`config.mk`:
```
export PLATFORM = sky130hd
export DESIGN_NAME = vdec_bus_arbiter
export DESIGN_NICKNAME = d
export VERILOG_FILES = /design/src/rtl/vba_pkg.sv /design/src/rtl/vba_order_gen.sv /design/src/rtl/vba_pick.sv /design/src/rtl/vdec_bus_arbiter.sv
export SDC_FILE = /design/constraint.sdc
export NUM_CORES = 1
export LEC_CHECK = 0
export ABC_AREA = 1
export BUFFER_PORTS_ARGS = -buffer_cell sky130_fd_sc_hd__buf_4
export CORE_MARGIN = 5
export CORE_UTILIZATION = 49
export CTS_CLUSTER_DIAMETER = 80
export DETAILED_ROUTE_END_ITERATION = 12
export PLACE_DENSITY = 0.73
export SYNTH_ARGS = -nofsm -noshare
export SYNTH_HDL_FRONTEND = slang
export SYNTH_HIERARCHICAL = 1
export SYNTH_SLANG_ARGS = --single-unit
export TNS_END_PERCENT = 5
```
`constraint.sdc`:
```
create_clock -name clk -period 1.2 [get_ports clk]
set_input_delay 0.06 -clock clk [delete_from_list [all_inputs] [get_ports clk]]
set_output_delay 0.06 -clock clk [all_outputs]
set_load 0.02 [all_outputs]
```
`src/rtl/vba_pkg.sv`:
```
package vba_pkg;
  localparam int NREQ  = 4;
  localparam int IDX_W = $clog2(NREQ);

  typedef logic [IDX_W-1:0] req_idx_t;

  localparam req_idx_t RQ_IN  = 2'd0;
  localparam req_idx_t RQ_REF = 2'd1;
  localparam req_idx_t RQ_DEC = 2'd2;
  localparam req_idx_t RQ_PP  = 2'd3;
endpackage

```
`src/rtl/vba_order_gen.sv`:
```
module vba_order_gen
  import vba_pkg::*;
#(
  parameter int MODE_W = 3
) (
  input  logic [MODE_W-1:0]           mode_i,
  input  req_idx_t                    hint_i,
  output logic [NREQ-1:0][IDX_W-1:0]  order_o
);
  int slot;

  always_comb begin
    order_o = '0;
    slot    = 1;
    case (mode_i)
      MODE_W'(1): begin
        order_o[0] = RQ_PP;  order_o[1] = RQ_IN;
        order_o[2] = RQ_REF; order_o[3] = RQ_DEC;
      end
      MODE_W'(2): begin
        order_o[0] = RQ_IN;  order_o[1] = RQ_REF;
        order_o[2] = RQ_DEC; order_o[3] = RQ_PP;
      end
      MODE_W'(3): begin
        order_o[0] = RQ_REF; order_o[1] = RQ_PP;
        order_o[2] = RQ_IN;  order_o[3] = RQ_DEC;
      end
      MODE_W'(4): begin
        order_o[0] = RQ_REF; order_o[1] = RQ_DEC;
        order_o[2] = RQ_IN;  order_o[3] = RQ_PP;
      end
      default: begin
        order_o[0] = hint_i;
        for (int k = 0; k < NREQ; k++) begin
          if (IDX_W'(k) != hint_i) begin
            order_o[slot] = IDX_W'(k);
            slot = slot + 1;
          end
        end
      end
    endcase
  end
endmodule

```
`src/rtl/vba_pick.sv`:
```
module vba_pick
  import vba_pkg::*;
(
  input  logic [NREQ-1:0]             req_i,
  input  logic [NREQ-1:0][IDX_W-1:0]  order_i,
  output logic                        any_o,
  output req_idx_t                    sel_o
);
  always_comb begin
    any_o = 1'b0;
    sel_o = '0;
    for (int p = NREQ - 1; p >= 0; p--) begin
      if (req_i[order_i[p]]) begin
        any_o = 1'b1;
        sel_o = order_i[p];
      end
    end
  end
endmodule

```
`src/rtl/vdec_bus_arbiter.sv`:
```
module vdec_bus_arbiter
  import vba_pkg::*;
#(
  parameter int MODE_W = 3
) (
  input  logic              clk,
  input  logic              rst_n,
  input  logic [MODE_W-1:0] mode_i,
  input  logic [1:0]        hint_i,
  input  logic [NREQ-1:0]   req_i,
  input  logic [NREQ-1:0]   last_i,
  output logic [NREQ-1:0]   gnt_o
);
  logic [NREQ-1:0][IDX_W-1:0] order;
  logic                       any_req;
  req_idx_t                   winner;
  logic [NREQ-1:0]            gnt_q, gnt_d, release_vec;
  logic                       busy;

  vba_order_gen #(.MODE_W(MODE_W)) u_order (
    .mode_i (mode_i),
    .hint_i (hint_i),
    .order_o(order)
  );

  vba_pick u_pick (
    .req_i  (req_i),
    .order_i(order),
    .any_o  (any_req),
    .sel_o  (winner)
  );

  assign busy = |gnt_q;

  for (genvar i = 0; i < NREQ; i++) begin : g_rel
    assign release_vec[i] = gnt_q[i] & (~req_i[i] | last_i[i]);

    // withdrawn request loses grant at next edge
    a_r10_req_drop: assert property (@(posedge clk) disable iff (!rst_n)
      gnt_q[i] && !req_i[i] |=> !gnt_q[i]);
    // last ends the grant
    a_r9_last_release: assert property (@(posedge clk) disable iff (!rst_n)
      gnt_q[i] && last_i[i] |=> !gnt_q[i]);
    // grant kept until last
    a_r8_hold: assert property (@(posedge clk) disable iff (!rst_n)
      gnt_q[i] && req_i[i] && !last_i[i] |=> gnt_q[i]);
    // new grant only to a requester
    a_r1_granted_requested: assert property (@(posedge clk) disable iff (!rst_n)
      $rose(gnt_q[i]) |-> $past(req_i[i]));
  end

  always_comb begin
    gnt_d = gnt_q;
    if (busy) begin
      if (|release_vec) gnt_d = '0;
    end else if (any_req) begin
      gnt_d = NREQ'(1) << winner;
    end
  end

  always_ff @(posedge clk or negedge rst_n) begin
    if (!rst_n) gnt_q <= '0;
    else        gnt_q <= gnt_d;
  end

  assign gnt_o = gnt_q;

  // never two grants
  a_r1_onehot: assert property (@(posedge clk) disable iff (!rst_n)
    $onehot0(gnt_q));
  // grant moves between requesters only through an idle cycle
  a_r9_via_idle: assert property (@(posedge clk) disable iff (!rst_n)
    busy && !$stable(gnt_q) |-> $past(gnt_q) == '0);
endmodule

```
==> impl_metrics.env <==
export IMPL_synthTopCellsByArea="nand2_1, dfrtp_1, inv_1"
export IMPL_antenna_found_initial=0
export IMPL_yosysWarningCount=6
export IMPL_initial_core_util_pct=50.3
export IMPL_grt_pass1_wl_mm=3.93
export IMPL_cts_tree="done"
export IMPL_crit_family="simple AND/OR/NAND/NOR gates"
export IMPL_p_int_uw=741
export IMPL_ys_types=20
export IMPL_finalSetupTns_ns=-1.72
export IMPL_yosysTopAreaCell="nand2_1"
export IMPL_vias_per_cell=6.06
export IMPL_slowest_stage="or2_1"
export IMPL_rsz0062_at_grt="true"
export IMPL_synth_async_reset_ratio_pct=100
export IMPL_grt_usage_pct=25.5
export IMPL_powerDensity_mw_per_mm2=1330
export IMPL_wl_met3_um=357
export IMPL_clk_path_buf_depth=2
export IMPL_seqPwrFrac_pct=16.2
export IMPL_routedWlPerCell_um=17.6
export IMPL_diodes=0
export IMPL_insertion_delay_ns=0.24
export IMPL_setup_viol=4
export IMPL_cpPeakStageDelay_ns=0.26
export IMPL_fin_ws_ns=-0.466
export IMPL_timing_worst_setup_path_type="in2reg"
export IMPL_gp_routability_congestion=0.836
export IMPL_clk_pin_slew_ns=0.04
export IMPL_rows=13
export IMPL_wl_met2_mm=1.56
export IMPL_synth_enable_flop_cells=0
export IMPL_worst_path_max_fanout=6
export IMPL_die_area_mm2=0.00212
export IMPL_syn_nets=140
export IMPL_root_buffer="clkbuf_4"
export IMPL_arrival_ns=1.84
export IMPL_crit_buf_inv=5
export IMPL_die_y_um=46.1
export IMPL_switching_share_pct=51.2
export IMPL_die_x_um=46.1
export IMPL_start_kind="input port"
export IMPL_dp_hpwl_mm=1.54
export IMPL_drc=0
export IMPL_top_layer="met4"
export IMPL_cts_buffers=3
export IMPL_critPathRequiredTime_ns=1.37
export IMPL_hold_violations=0
export IMPL_grt_pass1_vias=967
export IMPL_initialDrtViolationCount=111
export IMPL_synth_top_area_share_pct=27.6
export IMPL_path_cells="buf_8 > inv_4 > nand2_4 > or2_1 > nand2_2 > inv_1 > a21oi_2 > o21ai_2 > nand2_2 > buf_4 > a21oi_1 > a21oi_2 > inv_2 > nor3_2 > nand2_1 > nand2_1"
export IMPL_syn2layout_area_growth_pct=78.8
export IMPL_portBuffers=18
export IMPL_h_tree_depth=1
export IMPL_drt_met1_wl_mm=1.10
export IMPL_synth_commonest_cells="nand2_1, inv_1, nand3_1"
export IMPL_status="finished with violations"
export IMPL_largest_register_ffs=4
export IMPL_io_pins=19
export IMPL_p_leak_uw=0.000680
export IMPL_grt_max_degree=8
export IMPL_hp_class="in2async"
export IMPL_final_nets=188
export IMPL_synth_most_common_cell="nand2_1"
export IMPL_vias=1121
export IMPL_fmax_mhz=600
export IMPL_synth_seq_cells=4
export IMPL_post_route_min_period_ns=1.67
export IMPL_syn_area_per_cell_um2=5.15
export IMPL_dpl_cell_area_um2=923
export IMPL_synth_area_um2=638
export IMPL_cts_sinks=4
export IMPL_r2r_setup_slack_ns=-0.05
export IMPL_combPwrFrac_pct=72.3
export IMPL_skew_ns=0.00330
export IMPL_p_switching_uw=778
export IMPL_gr_total_overflow=0
export IMPL_drive_gt1_share_pct=48.8
export IMPL_syn_inst=124
export IMPL_final_max_slew_violation_count=0
export IMPL_violations="setup timing"
export IMPL_yosysSeqAreaShare_pct=15.7
export IMPL_fin_crit_sh_pct=139
export IMPL_wl_mm=3.25
export IMPL_synthFlopType="dfrtp_1"
export IMPL_stdcell_area_mm2=0.00114
export IMPL_setup_worst_path_end_class="flip-flop"
export IMPL_drv_cap=0
export IMPL_drt_pass1_iter_count=4
export IMPL_ant_nets=0
export IMPL_coreArea_mm2=0.00127
export IMPL_p_clk_share_pct=11.5
export IMPL_ir_worst_vdd_v=0.000689
==> cells by family (layout without fill, tap and decap cells) <==
family	count (synthesis)	after routing	share of synthesized area, %
compound gates	9	9	7.45
buf+inv	26	72	16.5
fa+ha+maj	1	1	1.96
flops	4	4	15.7
other cells	1	1	0.588
simple gates	83	83	57.8
==> worst register-to-register path, cell delays in order (launching register included) <==
cell and delay [ns]:
dfrtp_1 0.40, buf_4 0.16, o21ai_0 0.09, nand2_1 0.11
inv_1 0.18, nand2_1 0.08, nand2_1 0.06, nand2_1 0.05
==> layout by cell type, fill, tap and decap left out <==
cell type and n:
inv_2 6, nand2_1 40, conb_1 1, or2_1 1, buf_6 3, inv_4 2
dlygate4sd3_1 1, nand3_4 1, o21ai_1 1, nor2_2 4, o211ai_1 1, buf_8 1
nor3_2 1, nand3_2 5, o21ai_0 2, nand4_1 4, a21oi_1 1, o21ai_2 1
nand3_1 9, nor2_4 4, a21oi_2 3, inv_1 16, nand3b_1 2, dfrtp_1 4
nand2_4 2, buf_4 40, nor2_1 3, clkbuf_4 3, nand2_2 7, ha_1 1
==> path summary, 6_finish.rpt <==
path                             to      start  cells past startpoint
hold / removal             gnt_o[0]      rst_n                      2
hold reg to reg            gnt_o[3]   gnt_o[3]                      2
min in group clk           gnt_o[1]  last_i[3]                      8
setup / recovery           gnt_o[1]  mode_i[2]                     16
max in group asynchronous  gnt_o[2]      rst_n                      2
setup reg to reg           gnt_o[1]   gnt_o[0]                      7
==> power by group through the flow <==
stage / Clock, uW / Combinational (uW) / Sequential (uW)
after floorplan: 0 / 442 / 298
after global placement: 0 / 771 / 237
after detailed placement: 0 / 792 / 240
after CTS: 177 / 914 / 237
after global routing: 185 / 1180 / 252
final: 174 / 1100 / 247
==> area by class of cell <==
type | instances | area, um^2
fillers | 63 | 128
clock buffers | 3 | 22.5
inverters | 24 | 95.1
flip-flops and latches | 4 | 100
well taps | 15 | 18.8
multi-input cells | 94 | 546
repair buffers | 45 | 359
==> per-layer routing <==
| layer | up-vias | global-route usage, % |
|---|---|---|
| li1 | 478 | - |
| met1 | 493 | 28.1 |
| met4 | 0 | 9.09 |
| met3 | 38 | 4.30 |
| met5 | - | 0 |
| met2 | 112 | 47.8 |
==> stage by stage <==
stage               worst slack (ns)  std cells  total power, uW  hold slack [ns]  util, %
floorplan                     -0.226        124              739           -0.236        -
global placement              -0.525        172             1010           -0.141     72.8
detailed placement            -0.597        172             1030           -0.138     72.8
CTS                           -0.220        179             1330            0.149     82.8
global route                  -0.531        185             1610            0.173     89.9
finish                        -0.466        185             1520            0.166     89.9
==> timing repair <==
| action | 4_1_cts | 5_1_grt |
|---|---|---|
| endpoints found under the setup margin | 4 | 4 |
| endpoints found under the hold margin | 4 | 0 |
| hold buffers | 1 | 0 |
| setup buffers | 3 | 6 |
| pin swaps | 17 | 18 |
| gates resized for setup | 22 | 17 |
(Power assumes the default switching activity.)
